**src/rtl/calalm_pkg.sv**
```systemverilog
package calalm_pkg;
  localparam int NUM_FIELDS    = 6;
  localparam int FIELD_W       = 12;
  localparam int CTRL_W        = 7;
  localparam int GLOBAL_EN_BIT = 6;
  localparam int PEND_BIT      = 1;

  typedef enum logic [2:0] {
    RA_CTRL = 3'd0,
    RA_SEC  = 3'd1,
    RA_MIN  = 3'd2,
    RA_HOUR = 3'd3,
    RA_MDAY = 3'd4,
    RA_MON  = 3'd5,
    RA_YEAR = 3'd6,
    RA_STAT = 3'd7
  } reg_addr_e;

  // number of bits each alarm field keeps on write
  function automatic int kept_bits(input int idx);
    case (idx)
      0, 1:    return 7;
      2, 3:    return 6;
      4:       return 5;
      default: return 12;
    endcase
  endfunction

  function automatic logic [FIELD_W-1:0] kept_mask(input int idx);
    return {FIELD_W{1'b1}} >> (FIELD_W - kept_bits(idx));
  endfunction
endpackage

```
**src/rtl/calalm_regs.sv**
```systemverilog
module calalm_regs
  import calalm_pkg::*;
#(
  parameter int DATA_W = 32,
  parameter int ADDR_W = 3
) (
  input  logic                                  clk,
  input  logic                                  rst_n,
  input  logic                                  reg_we,
  input  logic [ADDR_W-1:0]                     reg_addr,
  input  logic [DATA_W-1:0]                     reg_wdata,
  input  logic                                  pend,
  output logic [CTRL_W-1:0]                     ctrl_q,
  output logic [NUM_FIELDS-1:0][FIELD_W-1:0]    alm_q,
  output logic                                  clr_req,
  output logic [DATA_W-1:0]                     reg_rdata
);
  localparam logic [ADDR_W-1:0] CTRL_ADDR = ADDR_W'(RA_CTRL);
  localparam logic [ADDR_W-1:0] STAT_ADDR = ADDR_W'(RA_STAT);

  always_ff @(posedge clk) begin
    if (!rst_n)
      ctrl_q <= '0;
    else if (reg_we && reg_addr == CTRL_ADDR)
      ctrl_q <= reg_wdata[CTRL_W-1:0];
  end

  for (genvar i = 0; i < NUM_FIELDS; i++) begin : g_field
    localparam logic [ADDR_W-1:0] MY_ADDR = ADDR_W'(i + 1);
    localparam logic [FIELD_W-1:0] MY_MASK = kept_mask(i);
    always_ff @(posedge clk) begin
      if (!rst_n)
        alm_q[i] <= '0;
      else if (reg_we && reg_addr == MY_ADDR)
        alm_q[i] <= reg_wdata[FIELD_W-1:0] & MY_MASK;
    end
  end

  assign clr_req = reg_we && (reg_addr == STAT_ADDR) && reg_wdata[PEND_BIT];

  always_comb begin
    reg_rdata = '0;
    if (reg_addr == CTRL_ADDR) begin
      reg_rdata[CTRL_W-1:0] = ctrl_q;
    end else if (reg_addr == STAT_ADDR) begin
      reg_rdata[PEND_BIT] = pend;
    end else begin
      for (int i = 0; i < NUM_FIELDS; i++) begin
        if (reg_addr == ADDR_W'(i + 1))
          reg_rdata[FIELD_W-1:0] = alm_q[i];
      end
    end
  end
endmodule

```
**src/rtl/calalm_match.sv**
```systemverilog
module calalm_match
  import calalm_pkg::*;
(
  input  logic                               strobe,
  input  logic [CTRL_W-1:0]                  ctrl,
  input  logic [NUM_FIELDS-1:0][FIELD_W-1:0] alm,
  input  logic [NUM_FIELDS-1:0][FIELD_W-1:0] cal,
  output logic                               hit
);
  logic [NUM_FIELDS-1:0] field_eq;

  for (genvar i = 0; i < NUM_FIELDS; i++) begin : g_cmp
    assign field_eq[i] = ctrl[i] && (alm[i] == cal[i]);
  end

  assign hit = strobe && ctrl[GLOBAL_EN_BIT] && (|field_eq);
endmodule

```
**src/rtl/calalm_pending.sv**
```systemverilog
module calalm_pending (
  input  logic clk,
  input  logic rst_n,
  input  logic set_i,
  input  logic clr_i,
  output logic pend_q
);
  always_ff @(posedge clk) begin
    if (!rst_n)
      pend_q <= 1'b0;
    else if (set_i)
      pend_q <= 1'b1;
    else if (clr_i)
      pend_q <= 1'b0;
  end
endmodule

```
**src/rtl/calendar_alarm.sv**
```systemverilog
module calendar_alarm
  import calalm_pkg::*;
#(
  parameter int DATA_W = 32,
  parameter int ADDR_W = 3
) (
  input  logic              clk,
  input  logic              rst_n,
  input  logic              sec_pulse,
  input  logic [7:0]        cal_sec,
  input  logic [7:0]        cal_min,
  input  logic [7:0]        cal_hour,
  input  logic [7:0]        cal_mday,
  input  logic [7:0]        cal_mon,
  input  logic [11:0]       cal_year,
  input  logic              reg_we,
  input  logic [ADDR_W-1:0] reg_addr,
  input  logic [DATA_W-1:0] reg_wdata,
  output logic [DATA_W-1:0] reg_rdata,
  output logic              alarm_irq
);
  localparam int PAD8 = FIELD_W - 8;

  logic [CTRL_W-1:0]                  ctrl_q;
  logic [NUM_FIELDS-1:0][FIELD_W-1:0] alm_q;
  logic [NUM_FIELDS-1:0][FIELD_W-1:0] cal_vec;
  logic                               clr_req;
  logic                               match_hit;
  logic                               pend_q;

  assign cal_vec[0] = {{PAD8{1'b0}}, cal_sec};
  assign cal_vec[1] = {{PAD8{1'b0}}, cal_min};
  assign cal_vec[2] = {{PAD8{1'b0}}, cal_hour};
  assign cal_vec[3] = {{PAD8{1'b0}}, cal_mday};
  assign cal_vec[4] = {{PAD8{1'b0}}, cal_mon};
  assign cal_vec[5] = cal_year;

  calalm_regs #(.DATA_W(DATA_W), .ADDR_W(ADDR_W)) u_regs (
    .clk       (clk),
    .rst_n     (rst_n),
    .reg_we    (reg_we),
    .reg_addr  (reg_addr),
    .reg_wdata (reg_wdata),
    .pend      (pend_q),
    .ctrl_q    (ctrl_q),
    .alm_q     (alm_q),
    .clr_req   (clr_req),
    .reg_rdata (reg_rdata)
  );

  calalm_match u_match (
    .strobe (sec_pulse),
    .ctrl   (ctrl_q),
    .alm    (alm_q),
    .cal    (cal_vec),
    .hit    (match_hit)
  );

  calalm_pending u_pend (
    .clk    (clk),
    .rst_n  (rst_n),
    .set_i  (match_hit),
    .clr_i  (clr_req),
    .pend_q (pend_q)
  );

  assign alarm_irq = pend_q;
endmodule

```
**config.mk**
```make
export PLATFORM = sky130hd
export DESIGN_NAME = calendar_alarm
export DESIGN_NICKNAME = d
export VERILOG_FILES = /design/src/rtl/calalm_pkg.sv /design/src/rtl/calalm_regs.sv /design/src/rtl/calalm_match.sv /design/src/rtl/calalm_pending.sv /design/src/rtl/calendar_alarm.sv
export SDC_FILE = /design/constraint.sdc
export NUM_CORES = 1
export LEC_CHECK = 0
export BUFFER_PORTS_ARGS = -buffer_cell sky130_fd_sc_hd__clkbuf_2
export CORE_UTILIZATION = 25
export DETAILED_ROUTE_END_ITERATION = 6
export PLACE_DENSITY_LB_ADDON = 0.08
export SYNTH_ARGS = -nofsm -noshare
export SYNTH_HDL_FRONTEND = slang
export SYNTH_SLANG_ARGS = --single-unit
```
**constraint.sdc**
```tcl
create_clock -name clk -period 2.67 [get_ports clk]
set_input_delay 0.4005 -clock clk [delete_from_list [all_inputs] [get_ports clk]]
set_output_delay 0.4005 -clock clk [all_outputs]
set_load 0.03 [all_outputs]
```
Word level (Yosys, flattened, before mapping)

Index checks and enable logic that the tools add are counted.

Output and inout port bits: 33
Input bits: 91
Bits in registers: 51
Logic and storage cells: 54

Reduce and logical (&&, ||, !) cells: 20
Eq/ne operators: 13
Mux-type cells: 13

Operators by type and width:

| kind                                           | count |
|---|---|
| two-way mux 7 bit                              | 6 |
| logical AND 1 bit                              | 17 |
| == test 6 x 8 -> 1 bit                         | 2 |
| == test 7 x 8 -> 1 bit                         | 2 |
| == test 12 bit                                 | 1 |
| == test 3 bit (second input constant)          | 4 |
| two-way mux 12 bit                             | 1 |
| two-way mux 10 bit                             | 1 |
| == test 5 x 8 -> 1 bit                         | 1 |
| == test 3 x 2 -> 1 bit (second input constant) | 2 |
| OR reduction 6 bit                             | 1 |
| two-way mux 5 bit                              | 1 |
| two-way mux 1 bit                              | 4 |
| == test 3 x 1 -> 1 bit (second input constant) | 1 |
| logical NOT 3 bit                              | 1 |
| nonzero test 2 bit                             | 1 |

Depth between registers and ports, before layout

Gate-level depths: netlist of run 1.

Depth after elaboration: 9
Gate-level depth with buffers: 7
Depth with buffers taken out: 5

Modules after synthesis

From an unflattened synthesis of run 1, not the netlist that was laid out.

Cells, all modules: 415
Area total of the unflattened synthesis: 3729.8 sq um

Modules (own cells, without submodules):

| module         | area each (sq um) | cells an instance | sequential area each (sq um) | times used |
|---|---|---|---|---|
| calalm_regs    | 2879.0            | 310               | 1001.0                       | 1 |
| calalm_match   | 805.8             | 101               | 0.0                          | 1 |
| calalm_pending | 41.3              | 3                 | 20.0                         | 1 |
| calendar_alarm | 3.8               | 1                 | 0.0                          | 1 |

Worst setup path after synthesis of run 1

Ideal clock, no wire load.

Kind: input to output
Start: input reg_addr[1]
End: output reg_rdata[6]
Required time: 2.270 ns
Stages on the path: 6
Path slack: 0.637 ns
Arrival: 1.633 ns
Buffers on the path: 3
Cell sequence: buf_6 buf_12 buf_2 nor2_1 a21oi_1 o21ai_0

Cells in the longest elaborated chain, start to end: 9
Elaborated cells between the ends (all ways): 16

RTL lines:

| element                         | line                 | source |
|---|---|---|
| start, declared                 | calendar_alarm.sv:17 | `input logic [ADDR_W-1:0] reg_addr,` |
| == test 3 x 1 -> 1 bit          | calalm_regs.sv:49    | `if (reg_addr == ADDR_W'(i + 1))` |
| two-way mux 7 bit (5 in series) | calalm_regs.sv:49    |  |
| two-way mux 12 bit              | calalm_regs.sv:49    |  |
| two-way mux 10 bit              | calalm_regs.sv:45    | `end else if (reg_addr == STAT_ADDR) begin` |
| two-way mux 7 bit *             | calalm_regs.sv:43    | `if (reg_addr == CTRL_ADDR) begin` |
| end, declared                   | calendar_alarm.sv:19 | `output logic [DATA_W-1:0] reg_rdata,` |

Mark *: on every way between the ends. The rest lies on a longest branch, timed or not.

Worst setup path after layout of run 1

Start: input reg_addr[1]
End: output reg_rdata[1]

Cells in the longest elaborated chain, start to end: 9
Elaborated cells between the ends (all ways): 16

RTL lines:

| element                         | line |
|---|---|
| == test 3 x 1 -> 1 bit          | calalm_regs.sv:49 |
| two-way mux 7 bit (5 in series) | calalm_regs.sv:49 |
| two-way mux 12 bit              | calalm_regs.sv:49 |
| two-way mux 1 bit               | calalm_regs.sv:45 |
| two-way mux 7 bit *             | calalm_regs.sv:43 |

Marked as above.

==> out/results.tsv, run 1 <==
stage	metric	value	unit
place	Buffers on Ports	83	
synthesis	Synth Area in Compound Gates	8.542	%
synthesis	post-synthesis adder-cell area fraction	0	%
timing	setup_tns	0	ns
place	# placed instances	578	
floorplanning	placement row count	40	
critical_path	CP peak stage delay	0.31	ns
cts	Worst-path clk slew	0.07	ns
floorplanning	initial core utilization	25.90	%
final_layout	Total Nets Final	508	
final_layout	area grow syn2layout	18.95	%
critical_path	slowest CP cell	buf_4	
power	worst vdd ir	278.7	µV
critical_path	crit-path cells	clkbuf_2 > buf_4 > mux2i_1 > a21oi_1 > o221ai_1 > a21oi_1 > clkbuf_2	
synthesis	most frequent cell after synthesis	dfxtp_1	
synthesis	Synth area leaders	dfxtp_1 (32%), mux2i_1 (12%), xnor2_1 (7.8%)	
cts	Post-CTS Resized	0	
critical_path	Worst EP arrival	1.88	ns
grt	largest net degree at the start of global routing	52	
synthesis	mux contribution to synthesized area	17.24	%
timing	Setup Skew	0.007612	ns
timing	Final Setup Violations	0	
grt	vias in the first global route	2555	
routing	Via density	4.280	
floorplanning	Core Box Area	12160	µm²
timing	worst slew pin tran	0.9425	ns
place	Detailed Place HPWL	7.175	mm
timing	Pins Over Slew Limit	0	
grt	total track usage	14.89	%
routing	# DRC	0	
critical_path	Buf/Inv on CP	3	
routing	vias	2508	
final_layout	# diodes	0	
floorplanning	Ports	124	
cts	Skew-Pair Late Insertion Delay	0.29	ns
cts	Max clock buf depth	2	
synthesis	Seq/Total Area, Yosys	32.42	%
critical_path	CP max FO	20	
timing	slew margin rel.	37.17	%
synthesis	post-synthesis simple-gate area fraction	21.10	%
final_layout	register area	1021	µm²
critical_path	CP delay by family, top	buffers and inverters	
final_layout	filler instances	1352	
final_layout	Layout Cells excl Fill	586	
synthesis	largest family of logic cells by synthesized area	simple AND/OR/NAND/NOR gates	
timing	fin crit share	85.41	%
power	pwr/cell area	458.1	nW/µm²
cts	CTS tree	done	
synthesis	post-synthesis xor/xnor area fraction	11.96	%
synthesis	Synth Register Bits	51	
cts	TritonCTS Buffers	5	
cts	CTS Root Cell	clkbuf_16	
floorplanning	Die ar.	13050	µm²
timing	RSZ-0062 raised after global routing	false	
synthesis	fraction of registers with async set/reset	0	%
routing	post-route ant nets	0	
critical_path	worst setup path class	input port to output port	
place	gpl congestion	0.6848	
routing	DRT iter0 DRCs	88	
routing	WL/cell	16.06	µm
timing	Hold Violations, Final	0	
grt	remaining global-route overflow	0	
synthesis	Synth Instances	345	
flow_run	Max-cap violations	0	
synthesis	yosys synthesis warning count	0	
synthesis	leading area contributor after synthesis	dfxtp_1	
routing	final wirelength	9.414	mm
critical_path	critical path capture point type	output port	
cts	CTS sink count	51	
critical_path	CP required	2.27	ns
floorplanning	Die H	114.2	µm
hold_path	Hold Crit Class	input port to flop	
timing	f_max	0.4385	GHz
cts	htree depth	2	
synthesis	Cell variety after synth	43	
synthesis	Post-synth EDFFs	0	
run_status	outcome	completed	
cts	total setup buffers inserted after CTS	0	
synthesis	synth cell count leaders	dfxtp_1 (51), nand2_1 (47), mux2i_1 (37)	
synthesis	Post-Syn Area	3149	µm²
final_layout	Multi-input gate area	1928	µm²
cts	CTS Hold Bufs	0	
critical_path	CP Launch Type	input port	
grt	initial antenna violation count	0	
synthesis	syn_area_per_cell	9.128	µm²
grt	first-pass GRT wire length	14.47	mm
synthesis	top cell type's share of synthesized area	32.42	%
power	Pleak	1.509	nW
final_layout	share of cells above drive strength 1	26.08	%
synthesis	Post-synth top flop	dfxtp_1	
routing	Initial DRT Pass Iterations	4	
floorplanning	Die X	114.2	µm
timing	crit path time final	2.280	ns
[power breakdown]
part	switching [mW]	total (mW)	internal, mW
Clock	0.296	0.643	0.347
Sequential	0.0167	0.793	0.776
Combinational	0.164	0.280	0.116
Total	0.476	1.72	1.24
[worst min-delay path: stages]
cell and delay [ns]:
clkbuf_2 0.08, nand2_1 0.04, a21boi_0 0.06
[logic make-up after synthesis]
family,Yosys count
flops,51
buf+inv,41
mux,48
other cells,1
simple gates,121
compound gates,40
xor+xnor,43
[metal layers]
layer,share of wire [%],vias up,global-route usage [%]
li1,-,1284,-
met1,51,1139,20.78
met2,44,76,23.96
met3,4.0,9,2.329
met4,1.2,0,3.636
met5,0,-,0
[worst paths after layout]
path         slack, ns                to        startpoint  depth (start not counted)
max               0.39      reg_rdata[1]       reg_addr[1]                          7
min               0.34  u_regs.alm_q[68]      reg_wdata[8]                          3
max reg2reg       1.02     u_pend.pend_q  u_regs.alm_q[37]                          5
min reg2reg       0.49  u_regs.ctrl_q[6]  u_regs.ctrl_q[6]                          2
[placed cells by master, fill, tap and decap left out, drive strengths merged]
master / count
a21boi: 19
nand4: 5
nand4b: 2
nor3: 3
a41oi: 1
or3: 1
xor2: 15
nor4b: 1
mux4: 4
buf: 4
o221ai: 1
nor4: 5
nand2b: 1
a21oi: 6
nand3b: 2
and3: 1
clkinvlp: 1
and2: 6
nor2: 4
conb: 20
nand3: 6
o21ai: 8
a22oi: 2
o41ai: 1
clkbuf: 89
o22ai: 1
mux2i: 37
nor3b: 3
clkinv: 1
dfxtp: 51
mux2: 7
o32ai: 1
nand2: 47
nor2b: 34
xnor2: 28
[per-stage QoR]
stage / hold WS, ns / power (mW) / setup WS (ns) / cell area, µm² / utilization, %
global route: 0.3498 / 1.791 / 0.2031 / 3746 / 30.80
finish: 0.3444 / 1.716 / 0.3897 / 3746 / 30.80
global placement: 0.4605 / 1.093 / 0.3928 / 3605 / 29.64
CTS: 0.3332 / 1.745 / 0.4017 / 3746 / 30.80
floorplan: 0.4476 / 1.011 / 0.6365 / 3221 / -
detailed placement: 0.4768 / 1.094 / 0.4103 / 3605 / 29.64
[final cells by class]
cell class / instances / share of cell area, %
clock inverter: 2 / 0.3340
multi-input combinational: 272 / 51.47
sequential: 51 / 27.25
clock buffer: 6 / 3.440
timing repair buffer: 87 / 11.89
tap: 168 / 5.611
[state kept, by name (all words and copies together) (netlist names)]
name and count:
u_pend.pend_q 1, u_regs.alm_q 43, u_regs.ctrl_q 7
Note: power is estimated with default switching activity, not from simulation.
==> run 2, diff against run 1 <==
--- a/config.mk
+++ b/config.mk
@@ -6,7 +6,7 @@
 export NUM_CORES = 1
 export LEC_CHECK = 0
 export BUFFER_PORTS_ARGS = -buffer_cell sky130_fd_sc_hd__clkbuf_2
-export CORE_UTILIZATION = 25
+export CORE_UTILIZATION = 40
 export DETAILED_ROUTE_END_ITERATION = 6
 export PLACE_DENSITY_LB_ADDON = 0.08
 export SYNTH_ARGS = -nofsm -noshare
==> out/results.tsv, run 2 (same netlist as run 1, synthesis figures left out) <==
stage	metric	value	unit	change
cts	Skew-Pair Late Insertion Delay	0.31	ns	+0.02 ns
cts	CTS Hold Bufs	0		unchanged
cts	Worst-path clk slew	0.09	ns	+0.02 ns
routing	vias	2538		+1.2%
critical_path	CP required	2.27	ns	about the same
grt	remaining global-route overflow	0		unchanged
cts	Max clock buf depth	2		unchanged
routing	WL/cell	15.58	µm	-3.0%
cts	htree depth	2		unchanged
critical_path	CP Launch Type	input port		
timing	Pins Over Slew Limit	0		unchanged
final_layout	# diodes	0		unchanged
final_layout	filler instances	770		-43%
critical_path	crit-path cells	clkbuf_2 > mux4_1 > mux2_2 > clkbuf_2		
cts	total setup buffers inserted after CTS	0		unchanged
timing	Hold Violations, Final	0		unchanged
place	gpl congestion	0.7958		+16%
timing	f_max	0.4448	GHz	+1.4%
critical_path	Buf/Inv on CP	2		-1
run_status	outcome	completed		
power	worst vdd ir	241.0	µV	-14%
grt	largest net degree at the start of global routing	52		unchanged
floorplanning	Die H	90.73	µm	-21%
grt	total track usage	19.56	%	+4.7 points
floorplanning	initial core utilization	42.29	%	+16 points
power	pwr/cell area	467.6	nW/µm²	+2.1%
floorplanning	Die ar.	8232	µm²	-37%
hold_path	Hold Crit Class	input port to flop		
place	Buffers on Ports	83		unchanged
cts	TritonCTS Buffers	5		unchanged
timing	fin crit share	84.20	%	-1.2 points
final_layout	top flop regs	u_regs.alm_q x43, u_regs.ctrl_q x7, u_pend.pend_q x1		
critical_path	slowest CP cell	mux4_1		
floorplanning	Ports	124		unchanged
timing	Setup Skew	0.002266	ns	-0.005346 ns
routing	# DRC	0		unchanged
timing	crit path time final	2.248	ns	-0.03224 ns
final_layout	Total Nets Final	509		+0.20%
critical_path	reg2reg start	u_regs.alm_q[37]		
cts	CTS sink count	51		unchanged
critical_path	critical path capture point type	output port		
final_layout	max reg flops	43		unchanged
routing	Initial DRT Pass Iterations	4		unchanged
floorplanning	Core Box Area	7447	µm²	-39%
critical_path	CP peak stage delay	0.65	ns	+0.34 ns
routing	final wirelength	8.069	mm	-14%
cts	Post-CTS Resized	0		unchanged
critical_path	CP max FO	11		-45%
hold_path	worst hold path endpoint	u_regs.alm_q[68]		
place	Detailed Place HPWL	6.214	mm	-13%
grt	vias in the first global route	2403		-5.9%
timing	setup_tns	0	ns	unchanged
hold_path	Hold Crit Depth	3		unchanged
power	Pleak	1.511	nW	+0.15%
timing	worst slew pin tran	0.8865	ns	-0.05603 ns
final_layout	share of cells above drive strength 1	26.49	%	+0.42 points
timing	Final Setup Violations	0		unchanged
critical_path	Top cell by count, worst path	clkbuf_2		
critical_path	FF-to-FF path depth	5		unchanged
grt	initial antenna violation count	0		unchanged
floorplanning	placement row count	31		-23%
critical_path	worst setup path class	input port to output port		
final_layout	most frequent cells in the layout	clkbuf_2 (83), dfxtp_1 (51), nand2_1 (47)		
timing	hold_ws	0.3180	ns	-0.02639 ns
flow_run	Max-cap violations	0		unchanged
critical_path	Reg2Reg Setup Slack	1.02	ns	about the same
critical_path	Crit Reg-Reg Endpoint	u_pend.pend_q		
cts	CTS Root Cell	clkbuf_8		
routing	Via density	4.900		+14%
routing	DRT iter0 DRCs	110		+25%
critical_path	Levels on crit path	4		-3
cts	CTS tree	done		
floorplanning	Die X	90.73	µm	-21%
final_layout	most flop-heavy register	u_regs.alm_q		
final_layout	most common cell after layout, fill and taps aside	clkbuf_2		
hold_path	Min-Delay Startpoint	reg_wdata[8]		
timing	RSZ-0062 raised after global routing	false		
routing	post-route ant nets	0		unchanged
grt	first-pass GRT wire length	12.39	mm	-14%
critical_path	CP delay by family, top	multiplexers		
critical_path	Worst EP arrival	1.85	ns	-0.03 ns
timing	slew margin rel.	40.90	%	+3.7 points
final_layout	area grow syn2layout	16.29	%	
run 2: cell types whose count changed in the layout (fill, tap and decap cells not counted), sizes merged:
cell,previous run,this run
buf,4,5
bufinv,0,2
clkbuf,89,88
clkinv,1,0
run 2: tightest hold or removal path: stages:
cell	delay [ns]
clkbuf_2	0.08
nand2_1	0.04
a21boi_0	0.06
run 2: through the flow:
stage	std cells	total power [mW]	instance area [µm²]	utilization, %	setup slack, ns
final	518	1.713	3662	49.18	0.4219
after global routing	518	1.779	3662	49.18	0.3681
after CTS	518	1.729	3662	49.18	0.4112
after detailed placement	510	1.088	3526	47.35	0.4128
after global placement	510	1.086	3526	47.35	0.4243
after floorplan	364	1.011	3221	-	0.6365
run 2: area by class of cell:
type                       instances  area (µm²)  area share, %
clock buffer                       5       68.82          1.879
multi-input combinational        272        1928          52.65
timing repair buffer              88       452.9          12.37
tap                               99       123.9          3.382
clock inverter                     3       67.56          1.845
sequential                        51        1021          27.88
run 2: metal layers:
layer	global-route usage [%]	vias to the layer above	routed length [µm]
met5	0	-	0
met4	4.435	0	100
met3	3.199	8	317
met2	31.63	74	3744
met1	27.10	1180	3906
li1	-	1276	-
run 2: power by group:
part	switching, mW	internal [mW]	leakage (nW)
registers	0.0155	0.776	0.413
logic	0.160	0.117	1.03
clock network	0.270	0.374	0.0644
run 2: worst max path at each step:
| stage | start | end | slack, ns |
|---|---|---|---|
| 3_3_place_gp | reg_addr[1] | reg_rdata[0] | 0.42 |
| 5_1_grt | reg_addr[1] | reg_rdata[1] | 0.37 |
| 2_1_floorplan | reg_addr[1] | reg_rdata[6] | 0.64 |
| 4_1_cts | reg_addr[1] | reg_rdata[0] | 0.41 |
| 3_5_place_dp | reg_addr[1] | reg_rdata[0] | 0.41 |
| 6_report | reg_addr[1] | reg_rdata[0] | 0.42 |
